==> src/rtl/msi_pkg.sv <==
package msi_pkg;
  localparam int unsigned CTRL_W     = 16;
  localparam int unsigned EN_BIT     = 0;
  localparam int unsigned GRANT_LSB  = 4;
  localparam int unsigned GRANT_W    = 3;
endpackage

==> src/rtl/msi_pend_queue.sv <==
module msi_pend_queue #(
  parameter int unsigned NUM_VEC = 32,
  localparam int unsigned NUM_W  = $clog2(NUM_VEC)
) (
  input  logic               clk_i,
  input  logic               rst_ni,
  input  logic [NUM_VEC-1:0] evt_i,
  input  logic               clr_en_i,
  input  logic [NUM_W-1:0]   clr_idx_i,
  output logic               pend_any_o,
  output logic [NUM_W-1:0]   pick_idx_o
);
  logic [NUM_VEC-1:0] pend_q, clr_mask;

  always_comb begin
    clr_mask = '0;
    if (clr_en_i) clr_mask[clr_idx_i] = 1'b1;
  end

  // event in the clear cycle wins, so it is re-requested
  always_ff @(posedge clk_i or negedge rst_ni) begin
    if (!rst_ni) pend_q <= '0;
    else         pend_q <= (pend_q & ~clr_mask) | evt_i;
  end

  always_comb begin
    pick_idx_o = '0;
    for (int i = NUM_VEC - 1; i >= 0; i--)
      if (pend_q[i]) pick_idx_o = NUM_W'(i);
  end

  assign pend_any_o = |pend_q;

  assert_evt_captured_R7: assert property (@(posedge clk_i) disable iff (!rst_ni)
    (evt_i != '0) |=> ((pend_q & $past(evt_i)) == $past(evt_i)));

  assert_clear_on_ack_R3: assert property (@(posedge clk_i) disable iff (!rst_ni)
    (clr_en_i && !evt_i[clr_idx_i]) |=> !pend_q[$past(clr_idx_i)]);
endmodule

==> src/rtl/msi_vec_clamp.sv <==
module msi_vec_clamp #(
  parameter int unsigned NUM_VEC = 32,
  localparam int unsigned NUM_W  = $clog2(NUM_VEC)
) (
  input  logic [NUM_W-1:0] idx_i,
  input  logic [2:0]       grant_i,
  output logic [2:0]       k_eff_o,
  output logic [NUM_W-1:0] num_o
);
  logic [NUM_W-1:0] mask;

  // field values above the index width grant every vector
  assign k_eff_o = (grant_i > 3'(NUM_W)) ? 3'(NUM_W) : grant_i;

  always_comb begin
    for (int i = 0; i < NUM_W; i++) mask[i] = (i < int'(k_eff_o));
  end

  assign num_o = idx_i & mask;
endmodule

==> src/rtl/msi_handshake.sv <==
module msi_handshake #(
  parameter int unsigned NUM_VEC = 32,
  parameter int unsigned TC_W    = 3,
  localparam int unsigned NUM_W  = $clog2(NUM_VEC)
) (
  input  logic             clk_i,
  input  logic             rst_ni,
  input  logic             launch_ok_i,
  input  logic [NUM_W-1:0] idx_i,
  input  logic [NUM_W-1:0] num_i,
  input  logic [TC_W-1:0]  tc_i,
  input  logic             ack_i,
  output logic             req_o,
  output logic [TC_W-1:0]  tc_o,
  output logic [NUM_W-1:0] num_o,
  output logic [NUM_W-1:0] idx_o,
  output logic             done_o
);
  assign done_o = req_o && ack_i;

  always_ff @(posedge clk_i or negedge rst_ni) begin
    if (!rst_ni) begin
      req_o <= 1'b0;
      tc_o  <= '0;
      num_o <= '0;
      idx_o <= '0;
    end else if (!req_o) begin
      if (launch_ok_i) begin
        req_o <= 1'b1;
        tc_o  <= tc_i;
        num_o <= num_i;
        idx_o <= idx_i;
      end
    end else if (ack_i) begin
      req_o <= 1'b0;
    end
  end

  assert_req_hold_R2: assert property (@(posedge clk_i) disable iff (!rst_ni)
    (req_o && !ack_i) |=> (req_o && $stable(tc_o) && $stable(num_o)));

  assert_req_drop_R3: assert property (@(posedge clk_i) disable iff (!rst_ni)
    (req_o && ack_i) |=> !req_o);

  assert_start_gated_R6: assert property (@(posedge clk_i) disable iff (!rst_ni)
    $rose(req_o) |-> $past(launch_ok_i));
endmodule

==> src/rtl/msi_req_gen.sv <==
module msi_req_gen
  import msi_pkg::*;
#(
  parameter int unsigned NUM_VEC = 32,
  parameter int unsigned TC_W    = 3,
  localparam int unsigned NUM_W  = $clog2(NUM_VEC)
) (
  input  logic               clk_i,
  input  logic               rst_ni,
  input  logic [NUM_VEC-1:0] event_i,
  input  logic [TC_W-1:0]    tc_i,
  input  logic [CTRL_W-1:0]  msi_ctrl_i,
  input  logic               msi_ack_i,
  output logic               msi_req_o,
  output logic [TC_W-1:0]    msi_tc_o,
  output logic [NUM_W-1:0]   msi_num_o
);
  logic               msi_en, pend_any, done;
  logic [NUM_W-1:0]   pick_idx, pick_num, cur_idx;
  logic [GRANT_W-1:0] k_eff;
  logic               unused_ctrl;

  assign msi_en      = msi_ctrl_i[EN_BIT];
  assign unused_ctrl = ^{msi_ctrl_i[CTRL_W-1:GRANT_LSB+GRANT_W], msi_ctrl_i[GRANT_LSB-1:EN_BIT+1]};

  msi_pend_queue #(.NUM_VEC(NUM_VEC)) u_queue (
    .clk_i      (clk_i),
    .rst_ni     (rst_ni),
    .evt_i      (event_i),
    .clr_en_i   (done),
    .clr_idx_i  (cur_idx),
    .pend_any_o (pend_any),
    .pick_idx_o (pick_idx)
  );

  msi_vec_clamp #(.NUM_VEC(NUM_VEC)) u_clamp (
    .idx_i   (pick_idx),
    .grant_i (msi_ctrl_i[GRANT_LSB +: GRANT_W]),
    .k_eff_o (k_eff),
    .num_o   (pick_num)
  );

  msi_handshake #(.NUM_VEC(NUM_VEC), .TC_W(TC_W)) u_hs (
    .clk_i       (clk_i),
    .rst_ni      (rst_ni),
    .launch_ok_i (msi_en && pend_any),
    .idx_i       (pick_idx),
    .num_i       (pick_num),
    .tc_i        (tc_i),
    .ack_i       (msi_ack_i),
    .req_o       (msi_req_o),
    .tc_o        (msi_tc_o),
    .num_o       (msi_num_o),
    .idx_o       (cur_idx),
    .done_o      (done)
  );

  assert_num_in_grant_R5: assert property (@(posedge clk_i) disable iff (!rst_ni)
    $rose(msi_req_o) |-> ((msi_num_o >> $past(k_eff)) == '0));

  assert_start_enabled_R6: assert property (@(posedge clk_i) disable iff (!rst_ni)
    $rose(msi_req_o) |-> $past(msi_en));
endmodule

==> config.mk <==
export PLATFORM = sky130hd
export DESIGN_NAME = msi_req_gen
export DESIGN_NICKNAME = d
export VERILOG_FILES = /design/src/rtl/msi_pkg.sv /design/src/rtl/msi_pend_queue.sv /design/src/rtl/msi_vec_clamp.sv /design/src/rtl/msi_handshake.sv /design/src/rtl/msi_req_gen.sv
export SDC_FILE = /design/constraint.sdc
export NUM_CORES = 1
export LEC_CHECK = 0
export ABC_AREA = 1
export CAP_MARGIN = 20
export CORE_UTILIZATION = 60
export CTS_CLUSTER_DIAMETER = 30
export DETAILED_ROUTE_END_ITERATION = 10
export DONT_BUFFER_PORTS = 1
export PLACE_DENSITY = 0.78
export SYNTH_ARGS = -nofsm -noshare
export SYNTH_HDL_FRONTEND = slang
export SYNTH_HIERARCHICAL = 1
export SYNTH_SLANG_ARGS = --single-unit
export TNS_END_PERCENT = 1
==> constraint.sdc <==
create_clock -name clk_i -period 2.6 [get_ports clk_i]
set_input_delay 0.39 -clock clk_i [delete_from_list [all_inputs] [get_ports clk_i]]
set_output_delay 0.39 -clock clk_i [all_outputs]
set_load 0.005 [all_outputs]
## Yosys cells after proc, flatten, opt, wreduce, memory -nomap -nowiden

Index checks and enable logic that the tools add are counted.

| word-level totals | value |
|---|---|
| bits in registers | 46 |
| bits of input ports | 54 |
| output and inout port bits | 9 |
| logic and storage cells | 62 |

| operators by class | value |
|---|---|
| reductions and logical operators | 5 |
| $lt $le $gt $ge | 8 |
| bitwise gates (word level) | 5 |
| multiplexer cells | 39 |

Operator list:

| cell | number |
|---|---|
| two-way mux 5 bit | 32 |
| AND 32 bit | 1 |
| two-way mux 32 bit | 1 |
| inverter 32 bit | 1 |
| OR 32 bit | 1 |
| OR reduction 32 bit | 1 |
| < comparator 1 x 3 -> 1 bit (first input constant) | 2 |
| < comparator 2 x 3 -> 1 bit (first input constant) | 2 |
| < comparator 5 x 6 -> 1 bit (second input constant) | 1 |
| AND 5 bit | 1 |
| demux 1 bit (select 5 bit) | 1 |
| >= comparator 5 x 1 -> 1 bit (second input constant) | 1 |
| two-way mux 1 bit | 4 |
| > comparator 3 bit (second input constant) | 1 |
| logical AND 1 bit | 3 |
| < comparator 3 bit (first input constant) | 1 |
| two-way mux 3 bit | 1 |
| AND reduction 2 bit | 1 |
| inverter 1 bit | 1 |

## Longest topological paths before layout

| logic depth | value |
|---|---|
| depth in word-level cells | 33 |
| gate-level depth with buffers | 35 |
| mapped depth without buffers | 35 |

## Cells and area by module

Netlist, hierarchy kept.

Modules (own cells, without submodules):

| module | sequential area each (µm²) | area each (µm²) | cells each | instances |
|---|---|---|---|---|
| msi_pend_queue | 800.8 | 1712.9 | 222 | 1 |
| msi_handshake | 350.3 | 559.3 | 61 | 1 |
| msi_vec_clamp | 0.0 | 73.8 | 18 | 1 |
| msi_req_gen | 0.0 | 7.5 | 2 | 1 |

## Worst setup path before layout

Ideal clock, no wire load.

| timing path | value |
|---|---|
| path kind | reg-to-reg |
| start | reg u_queue.pend_q[30] |
| end | reg u_hs.num_o[0] |
| arrival | 2032 ps |
| required time | 2535 ps |
| stages on the path, launching flop included | 36 |
| path buffers | 0 |
| period minus slack after synthesis | 2097 ps |
| slack | 503 ps |
| setup time | 65 ps |
| path through | dfrtp_1 inv_2 nand2_1 nand2_1 nand2_1 nand2_1 nand2_1 nand2_1 nand2_1 nand2_1 nand2_1 nand2_1 nand2_1 nand2_1 nand2_1 nand2_1 nand2_1 nand2_1 nand2_1 nand2_1 nand2_1 nand2_1 nand2_1 nand2_1 nand2_1 nand2_1 nand2_1 nand2_1 nand2_1 nand2_1 nand2_1 a21oi_2 inv_1 a21oi_1 nand3_1 nand2_1 |

| between the ends | value |
|---|---|
| longest elaborated chain between the ends | 32 |
| elaborated cells on any way between the ends | 35 |
| classes of those cells | 31 x mux; 1 x bitwise; 3 x reduce/logical |

RTL lines:

| item | RTL line | RTL |
|---|---|---|
| from (decl) | msi_pend_queue.sv:13 | `logic [NUM_VEC-1:0] pend_q, clr_mask;` |
| from (signal assigned) | msi_pend_queue.sv:23 | `else pend_q <= (pend_q & ~clr_mask) \| evt_i;` |
| two-way mux 5 bit (31 in series) | msi_pend_queue.sv:29 | `if (pend_q[i]) pick_idx_o = NUM_W'(i);` |
| via pick_idx[0] | msi_req_gen.sv:19 | `logic [NUM_W-1:0] pick_idx, pick_num, cur_idx;` |
| AND 5 bit | msi_vec_clamp.sv:19 | `assign num_o = idx_i & mask;` |
| via pick_num[0] | msi_req_gen.sv:19 |  |
| to (signal assigned) | msi_handshake.sv:31 | `num_o <= num_i;` |
| to (decl) | msi_handshake.sv:15 | `output logic [NUM_W-1:0] num_o,` |

The timed path passes the listed nets, and every way through them passes these cells.
A chain may end at the register's enable or synchronous reset.

## Worst setup path in the final report

Same ends and word-level chain as after synthesis.

==> results list <==
* Worst Tran Pin Value: 0.476 ns
- The worst hold path passes through 2 cells.
* Worst min-delay path endpoint: u_queue/pend_q[0]$_DFF_PN0_
- In this run the critical register-to-register path is captured at u_hs/num_o[0]$_DFFE_PN0P_.
- Counting the buffers created by CTS gives 5.
* Clock Sinks: 46
* Height of the die: 64.4 um
- Maximum cell stage delay along the critical path: 0.40 ns
- Type of destination of the critical path: flip-flop
- Clock network latency to the later pin of the worst-skew pair: 0.29 ns
- IR analysis of the VDD net gives a maximum drop of 373 uV.
- Setup repair after global routing could not meet its margin everywhere.
* Ratio of total power to cell area: 498 nW/um^2
- Before CTS, the worst setup slack after placement is 0.193 ns.
* Finished Layout Cells: 356
- Port buffering added 0 buffers.
* Final Worst Setup Slack: 0.189 ns
- Combinational fraction of design power: 7.4%
- On the final layout, the worst clock skew is 0.00672 ns.
- Synthesized netlist cell count: 299
- R2r setup slk: 0.19 ns
- Maximum clock insertion buffer count: 2
- The first global-routing pass estimated 7630 um of wire.
- The number of nets handed over by synthesis was 353.
* Number of inserted filler cells in the final layout: 328
- Met2 track demand over resource: 41.3%
- Int Pwr: 0.952 mW
- Global-route usage over all layers: 24.2%
- Startpoint of the worst setup timing path: u_queue/pend_q[30]$_DFF_PN0_
- TritonCTS built the clock tree.
- Number of nets still failing antenna checks after routing: 0
- Post-route DRC: 0
* GR peak layer: met2
- The initial antenna violation count is 0.
- The die is 64.4 um wide.
- The die covers 4150 um^2.
* Share of total power consumed by net switching: 24.0%
- In the global route stage, met3 resource usage came out at 6.34%.
- Sequential share of power: 60.1%
- Once detailed placement completed, the half-perimeter wirelength came to 3460 um.
- The min-delay analysis places its worst path in the category input pin to flip-flop.
- From synthesis to final layout, the design area changed by 7.54%.
- The smallest clock period supported by the final layout is computed as 2.41 ns.
* Result of the run: complete, no violations
* Via count of the routed design: 1927
* Initial standard-cell utilization of the core: 63.4%
- Summing all placed instances gives a cell area of 2370 um^2.
- Core area: 3690 um^2
- 0 antenna diodes ended up in the layout.
* Pin count of the biggest net entering global routing: 47
- Std-Cell Rows: 22
* Number of max-slew violations in the final report: 0
- Startpoint of the most critical hold path: event_i[0]
* Number of maximum-capacitance constraint violations: 0
* # placed instances: 344
- For this design the static power due to leakage is 1.27 nW.
* Final Hold Fails: 0
* Type of the worst setup path: flip-flop to flip-flop
- Dividing the detail-routed via count by the number of cells gives 5.41.
* Number of detailed-route iterations in the first pass: 4
* Global route total overflow: 0
* Total I/O pin count: 63
- Power after layout: 1.25 mW
- Max-Slew Margin vs Limit: 68.1%
* Critical-path maximum fanout: 2
- Post-Synthesis Cell Area: 2340 um^2
* Met1 routing resource usage after global routing: 30.9%
- Arrival time at the worst endpoint: 2.64 ns
- For this run, the top clock speed supported by timing is 415 MHz.
* Multi-input logic area: 956 um^2
* Share of the cycle needed by the critical path after routing: 92.7%
- Counting cells, the worst reg-to-reg path comes to 35.
* Final Instance Area: 2510 um^2
- Wires add up to 4760 um.
- The detailed router finished its first iteration with 173 violations.
- In this run the number of H-tree levels came out at 2.
- Switching power summed over all nets: 0.300 mW
* Critical Path Start Type: flip-flop
- Hold timing on the final database bottoms out at a slack of 0.194 ns.
- Footprint of the flip-flops and latches: 1150 um^2
* Worst path required time: 2.83 ns
* Avg WL per Cell: 13.4 um
- Critical-path top delay cell: sky130_fd_sc_hd__dfrtp_1
- The post-route netlist has 6.17% of its cells at a drive strength greater than 1.
- CTS clock-pin slew for the worst setup and hold paths: 0.08 ns
- The share of total power dissipated in the clock network is 32.4%.
* Final weighted congestion of routability-driven global placement: 0.794
- Worst r2r src: u_queue/pend_q[30]$_DFF_PN0_
* Synthesized area per cell: 7.82 um^2
* Via count of the first global-routing pass: 1762
- Root buffer cell: sky130_fd_sc_hd__clkbuf_8
* Setup violation total in the final timing report: 0
- Nets: 362
- During synthesis, Yosys emitted a total of 6 warnings.
- Most used cell along the critical path: sky130_fd_sc_hd__nand2_1
==> how the worst max path moves through the flow <==
stage                                      to  slack (ns)  cells past startpoint
finish              u_hs/num_o[0]$_DFFE_PN0P_        0.19                     35
global route        u_hs/num_o[0]$_DFFE_PN0P_       -0.18                     35
CTS                 u_hs/num_o[0]$_DFFE_PN0P_        0.16                     35
detailed placement  u_hs/num_o[0]$_DFFE_PN0P_        0.19                     35
global placement    u_hs/num_o[0]$_DFFE_PN0P_        0.24                     35
floorplan           u_hs/num_o[0]$_DFFE_PN0P_        0.50                     35
==> sequential cells by signal, indices dropped and copies added, names as in the netlist <==
name / flops
u_hs/tc_o: 3
u_hs/idx_o: 5
u_hs/num_o: 5
u_queue/pend_q: 32
u_hs/req_o: 1
==> placed cells by master, fill, tap and decap left out <==
cell and instances:
sky130_fd_sc_hd__a211oi_1 1, sky130_fd_sc_hd__a21boi_1 1, sky130_fd_sc_hd__a21oi_1 4, sky130_fd_sc_hd__a21oi_2 2, sky130_fd_sc_hd__a311oi_1 1, sky130_fd_sc_hd__a31oi_1 1
sky130_fd_sc_hd__buf_16 1, sky130_fd_sc_hd__buf_4 3, sky130_fd_sc_hd__bufinv_8 2, sky130_fd_sc_hd__clkbuf_1 2, sky130_fd_sc_hd__clkbuf_8 5, sky130_fd_sc_hd__clkinv_1 1
sky130_fd_sc_hd__dfrtp_1 46, sky130_fd_sc_hd__dlygate4sd3_1 1, sky130_fd_sc_hd__inv_1 41, sky130_fd_sc_hd__inv_2 5, sky130_fd_sc_hd__nand2_1 76, sky130_fd_sc_hd__nand2_2 1
sky130_fd_sc_hd__nand3_1 27, sky130_fd_sc_hd__nor2_1 46, sky130_fd_sc_hd__nor3_1 2, sky130_fd_sc_hd__nor4_1 3, sky130_fd_sc_hd__o21ai_0 3, sky130_fd_sc_hd__o21ai_1 1
sky130_fd_sc_hd__o21bai_1 31, sky130_fd_sc_hd__o31ai_1 1
==> final cells by class <==
class / instances / share of cell area [%]
well taps: 48 / 2.39
flip-flops and latches: 46 / 45.8
multi-input cells: 201 / 38.0
clock buffers: 7 / 3.03
repair buffers: 5 / 2.39
inverters: 49 / 8.41
==> routing by layer <==
metal / wire (um) / share of wire [%] / vias up
met2: 2380 / 50 / 60
li1: - / - / 954
met1: 2100 / 44 / 909
met3: 244 / 5.1 / 4
met5: 0 / 0 / -
met4: 40 / 0.84 / 0
==> per-stage QoR <==
stage | TNS, ns | utilization [%]
6_report | 0 | 68.2
5_1_grt | -0.285 | 68.2
4_1_cts | 0 | 67.5
3_5_place_dp | 0 | 64.4
3_3_place_gp | 0 | 64.4
2_1_floorplan | 0 | -
==> power groups by stage <==
stage | Sequential [mW] | Clock, mW | Combinational [mW]
after floorplan | 0.763 | 0 | 0.0609
after global placement | 0.766 | 0 | 0.0682
after detailed placement | 0.767 | 0 | 0.0689
after CTS | 0.753 | 0.413 | 0.0900
after global routing | 0.755 | 0.437 | 0.103
final | 0.753 | 0.406 | 0.0932
==> critical path, delay by kind of cell, from the launching register on <==
kind            cells  cell delay (ns)
compound gates      2             0.25
buf+inv             2             0.13
flops               1             0.40
simple gates       31             1.56
==> timing repair <==
action                                  4_1_cts  5_1_grt
endpoints found under the setup margin        0        2
buffers inserted                              0        3
hold buffers                                  2        0
endpoints found under the hold margin        46        0
resized for setup                             0        1
Note: power is estimated with default switching activity, not from simulation.
